[src/rtl/bus_split_seq.sv]
module bus_split_seq #(
  parameter int ADDR_W = 16
) (
  input  logic              clk,
  input  logic              rst_n,
  input  logic              req_valid,
  input  logic [1:0]        req_size,
  input  logic [ADDR_W-1:0] req_addr,
  input  logic              req_write,
  input  logic [31:0]       req_wdata,
  output logic              busy,
  output logic              done,
  output logic [31:0]       rdata,
  output logic [ADDR_W-1:0] bus_addr,
  output logic              bus_le,
  output logic              bus_he,
  output logic              bus_we,
  output logic [15:0]       bus_wdata,
  input  logic [15:0]       bus_rdata,
  input  logic              bus_ready
);

  // step plan: {last, word offset from base in words, low lane, high lane}
  function automatic logic [4:0] plan(input logic [1:0] sz, input logic [1:0] a,
                                      input logic [1:0] st);
    logic [4:0] p;
    p = 5'b10011;
    if (sz == 2'd0) begin
      p = {1'b1, 1'b0, a[1], ~a[0], a[0]};
    end else if (sz == 2'd1) begin
      case (a)
        2'd0: p = {1'b1, 2'd0, 2'b11};
        2'd1: p = (st == 2'd0) ? {1'b0, 2'd0, 2'b01} : {1'b1, 2'd1, 2'b10};
        2'd2: p = {1'b1, 2'd1, 2'b11};
        default: p = (st == 2'd0) ? {1'b0, 2'd2, 2'b10} : {1'b1, 2'd1, 2'b01};
      endcase
    end else begin
      case (a)
        2'd0: p = (st == 2'd0) ? {1'b0, 2'd0, 2'b11} : {1'b1, 2'd1, 2'b11};
        2'd1: case (st)
                2'd0:    p = {1'b0, 2'd2, 2'b10};
                2'd1:    p = {1'b0, 2'd0, 2'b01};
                default: p = {1'b1, 2'd1, 2'b11};
              endcase
        2'd2: p = (st == 2'd0) ? {1'b0, 2'd2, 2'b11} : {1'b1, 2'd1, 2'b11};
        default: case (st)
                2'd0:    p = {1'b0, 2'd2, 2'b11};
                2'd1:    p = {1'b0, 2'd3, 2'b10};
                default: p = {1'b1, 2'd1, 2'b01};
              endcase
      endcase
    end
    return p;
  endfunction

  logic [1:0]        size_q, step;
  logic [ADDR_W-1:0] addr_q;
  logic              we_q;
  logic [31:0]       wdata_q;
  logic [4:0]        cur;
  logic [2:0]        off;
  logic [1:0]        lo_i, hi_i;
  logic              fin;

  assign cur  = plan(size_q, addr_q[1:0], step);
  assign off  = {cur[3:2], 1'b0};
  assign lo_i = off[1:0] - addr_q[1:0];
  assign hi_i = lo_i + 2'd1;
  assign fin  = busy && bus_ready && cur[4];

  assign bus_addr  = {addr_q[ADDR_W-1:2], 2'b00} + ADDR_W'(off);
  assign bus_le    = busy && cur[1];
  assign bus_he    = busy && cur[0];
  assign bus_we    = busy && we_q;
  assign bus_wdata = {wdata_q[{hi_i, 3'b000} +: 8], wdata_q[{lo_i, 3'b000} +: 8]};

  always_ff @(posedge clk) begin
    if (!rst_n) begin
      busy    <= 1'b0;
      done    <= 1'b0;
      step    <= 2'd0;
      size_q  <= 2'd0;
      addr_q  <= '0;
      we_q    <= 1'b0;
      wdata_q <= '0;
      rdata   <= '0;
    end else begin
      done <= fin;
      if (!busy) begin
        if (req_valid) begin
          busy    <= 1'b1;
          step    <= 2'd0;
          size_q  <= req_size;
          addr_q  <= req_addr;
          we_q    <= req_write;
          wdata_q <= req_wdata;
          rdata   <= '0;
        end
      end else if (bus_ready) begin
        if (cur[1]) rdata[{lo_i, 3'b000} +: 8] <= bus_rdata[7:0];
        if (cur[0]) rdata[{hi_i, 3'b000} +: 8] <= bus_rdata[15:8];
        if (cur[4]) busy <= 1'b0;
        else        step <= step + 2'd1;
      end
    end
  end


  hold_until_ready_chk: assert property (@(posedge clk) disable iff (!rst_n)
    busy && !bus_ready |=> $stable(bus_addr) && $stable(bus_le) && $stable(bus_he)
                           && $stable(bus_we) && $stable(bus_wdata));


  done_idle_chk: assert property (@(posedge clk) disable iff (!rst_n)
    done |-> !busy);


  done_pulse_chk: assert property (@(posedge clk) disable iff (!rst_n)
    done |=> !done);


  start_on_req_chk: assert property (@(posedge clk) disable iff (!rst_n)
    $rose(busy) |-> $past(req_valid));


  lane_active_chk: assert property (@(posedge clk) disable iff (!rst_n)
    busy |-> (bus_le || bus_he));


  even_addr_chk: assert property (@(posedge clk) disable iff (!rst_n)
    busy |-> !bus_addr[0]);

endmodule

[config.mk]
export PLATFORM = sky130hd
export DESIGN_NAME = bus_split_seq
export DESIGN_NICKNAME = d
export VERILOG_FILES = /design/src/rtl/bus_split_seq.sv
export SDC_FILE = /design/constraint.sdc
export NUM_CORES = 1
export LEC_CHECK = 0
export ABC_AREA = 1
export BUFFER_PORTS_ARGS = -buffer_cell sky130_fd_sc_hd__buf_2
export CAP_MARGIN = 0
export CORE_UTILIZATION = 50
export CTS_CLUSTER_DIAMETER = 80
export DETAILED_ROUTE_END_ITERATION = 12
export GPL_TIMING_DRIVEN = 1
export PLACE_DENSITY = 0.84
export SLEW_MARGIN = 20
export SYNTH_ARGS = -nofsm -noshare
export SYNTH_HDL_FRONTEND = slang
export SYNTH_SLANG_ARGS = --single-unit
[constraint.sdc]
create_clock -name clk -period 3.58 [get_ports clk]
set_input_delay 0.716 -clock clk [delete_from_list [all_inputs] [get_ports clk]]
set_output_delay 0.716 -clock clk [all_outputs]
set_load 0.01 [all_outputs]
==> metrics.txt <==
Crit Path Class=flop to primary output; Seq/Total Area, Yosys=32.0%; CP Data Required Time=2.86 ns; mux share of post-synthesis cell area=0%; DIE HEIGHT=106 um; final instance area=6560 um2; chip width=106 um; Final WS setup=roughly 0.11 ns; diodes inserted=0; Initial DRC Count=466; Remaining DRCs=0; first-pass GRT wire length=around 26000 um; dpl ws=about 0.26 ns; status=finished clean; Synth Area in Adders=2.30%; Post-Synth Simple-Gate Area=39.4%; Syn Nets=961; PD cells=449 nW/um2; f_max=approximately 290 MHz; Cell Count Post-Placement=approximately 1100; Mean Syn Cell Area=between 6 and 7 um2; initial antenna violation count=0; Area after DPL=between 6000 and 7000 um2; Worst path most repeated cell=nand3_1; critical path startpoint category=flop; #FFs+latches synth=87; Final setup viols=0; Register-to-Register Path Depth=17; Fillers=1049; met2 wire length=7510 um; layout cells sized above 1=between 20 and 25%; total power=2.94 mW; Max Used Layer=met4; total track usage=between 20 and 30%; Layout area overhead=20.4%; total gr overflow=0; drt pass-1 iters=6; post-DR wirelength/cell=14.2 um; Boundary Pins=between 100 and 150; Die ar.=roughly 11000 um2; crit share post-route=96.9%; compound-gate portion of the synthesized area=14.7%; Final #Nets=1077; core area=10500 um2; pin count of the biggest net entering global routing=62; max-slew violations=0; fin crit period=3.47 ns; clock skew=0.00706 ns; Avg Vias per Cell=around 5.6; ANT nets after route=0; max incr delay on CP=0.33 ns; critical path arrival=2.75 ns; Starting Density=between 50% and 60%; routed length on met1=6860 um; TritonCTS Buffers=9; Worst-Margin Slew=0.647 ns; YS warnings=0; CTS tree=yes; vias in the first global route=5467; Final Wtd Congestion=0.902; total clock sinks=87; slew margin rel.=56.8%; Hold Path Stages=2; Critical Path Fanout Max=9; Fin. Hold Viols=0; sequence of cells on the critical path=inv_2, ha_1, nand3_1, nand3_1, nand3_1, o21ai_2, xor2_2, inv_2, ha_4, clkinv_1, nor2_2, nor2_1, buf_4, o211ai_1, nand2_1, buf_2; Port-buffer cells=between 100 and 150; Clock Pin Slew Worst Setup and Hold Paths=0.10 ns; CP max stage cell=dfxtp_1; Root Buffer=clkbuf_8; worst vdd ir=308 uV; Synth cell types=29; fin cells=~1100; vias=6345; Hold WC Path Type=flop to flop; worst skew pair latency=0.37 ns; FP Rows=37; RSZ-0062 raised after global routing=yes; critical path capture point type=primary output; Max Cap Violations=0; Final HPWL DP=11400 um; Pleak=3.13 nW; htree depth=3; metal3 WL=roughly 1300 um; Clock Tree Buf Depth=2; Synth Instances=880; drt total wl=16100 um; Syn Std Cell Area=5450 um2; Post-Synth XOR/XNOR Area=1.77%; combinational family with the most area after synthesis=simple AND/OR/NAND/NOR gates
timing repair:
| action | 4_1_cts | 5_1_grt |
|---|---|---|
| gates resized for setup | 6 | 18 |
| hold buffers | 0 | 0 |
| pin swaps | 2 | 5 |
| endpoints found under the setup margin | 18 | 21 |
| setup buffers | 1 | 1 |
layout make-up:
| type | count | area [um2] | area share [%] |
|---|---|---|---|
| sequential | 87 | 1750 | 26.6 |
| clock buffer | 9 | 124 | 1.89 |
| clock inverter | 7 | 111 | 1.70 |
| tap | 136 | 170 | 2.59 |
| multi-input combinational | 659 | 3240 | 49.4 |
| inverter | 74 | 278 | 4.23 |
| timing repair buffer | 165 | 893 | 13.6 |
power breakdown:
part	total (mW)	switching [mW]	leakage (nW)	internal, mW
combinational	1.05	0.668	2.30	0.380
clock	0.809	0.397	0.120	0.412
sequential	1.09	0.0569	0.715	1.03
total	2.94	1.12	3.13	1.82
worst max-delay path: cells and delay by family, from the launching register on:
kind                     cells  cell delay, ns
AO/OA/AOI/OAI                2            0.19
XOR/XNOR                     1            0.19
adder cells (fa/ha/maj)      2            0.50
buffers and inverters        5            0.60
flip-flops                   1            0.33
AND/OR/NAND/NOR              6            0.58
cell families (layout without fill, tap and decap cells):
logic type,Yosys count,after routing
buf+inv,134,255
simple gates,492,492
other cells,1,1
xor+xnor,11,11
compound gates,145,145
fa+ha+maj,10,10
flops,87,87
placed cells by master (no fill, tap or decap), types with 4 or more instances in the layout:
cell / netlist / final
dfxtp_2: 0 / 4
clkbuf_8: 0 / 9
inv_1: 69 / 65
inv_2: 2 / 6
nor2_1: 142 / 137
nand4_1: 65 / 65
or2_2: 8 / 8
xor2_1: 6 / 5
nand2_1: 188 / 188
o211ai_1: 16 / 16
a22oi_1: 8 / 8
nor3_1: 16 / 16
xnor2_1: 5 / 5
buf_2: 11 / 138
a21oi_1: 44 / 44
nand3_1: 70 / 69
buf_4: 5 / 27
nor2_2: 1 / 6
o21ai_0: 73 / 70
dfxtp_1: 87 / 83
ha_1: 10 / 6
routing by layer:
metal  GRT usage, %  vias to the layer above
li1               -                     3147
met1           35.8                     2897
met2           46.8                      267
met3           5.82                       34
met4           10.8                        0
met5              0                        -
final timing paths:
kind	from	to	slack, ns
hold reg to reg	addr_q[13]	addr_q[13]	0.48
setup reg to reg	step[1]	rdata[16]	0.49
setup / recovery	step[1]	bus_wdata[12]	0.11
hold / removal	addr_q[13]	addr_q[13]	0.48
Yosys cell counts:
| master | count | share of area [%] |
|---|---|---|
| nand2_1 | 188 | 13 |
| nor2_1 | 142 | 9.8 |
| dfxtp_1 | 87 | 32 |
| o21ai_0 | 73 | 6.7 |
| nand3_1 | 70 | 6.4 |
| inv_1 | 69 | 4.8 |
| nand4_1 | 65 | 7.5 |
| a21oi_1 | 44 | 4.0 |
| clkbuf_1 | 39 | 2.7 |
| nor3_1 | 16 | 1.5 |
| o211ai_1 | 16 | 2.2 |
| buf_2 | 11 | 1.0 |
| ha_1 | 10 | 2.3 |
| a22oi_1 | 8 | 1.1 |
| or2_2 | 8 | 0.92 |
| xor2_1 | 6 | 0.96 |
| buf_4 | 5 | 0.69 |
| xnor2_1 | 5 | 0.80 |
| buf_1 | 4 | 0.28 |
| clkinv_1 | 3 | 0.21 |
| inv_2 | 2 | 0.14 |
| nand2_2 | 2 | 0.23 |
| a211oi_1 | 1 | 0.14 |
| a21oi_4 | 1 | 0.30 |
| a31oi_1 | 1 | 0.11 |
| clkbuf_2 | 1 | 0.092 |
| conb_1 | 1 | 0.069 |
| nor2_2 | 1 | 0.11 |
| o21ai_1 | 1 | 0.092 |
stage by stage:
stage          util, %  setup TNS [ns]  hold WS, ns
3_5_place_dp      59.7               0        0.462
6_report          62.7               0        0.478
3_3_place_gp      59.7               0        0.453
5_1_grt           62.7          -0.101        0.496
2_1_floorplan        -               0        0.439
4_1_cts           62.2               0        0.476
flip-flops by register name, indices dropped and copies added (netlist names):
register,count
done,1
rdata,32
wdata_q,32
step,2
we_q,1
addr_q,16
size_q,2
busy,1
No activity file was read; power rests on OpenSTA's default activity.
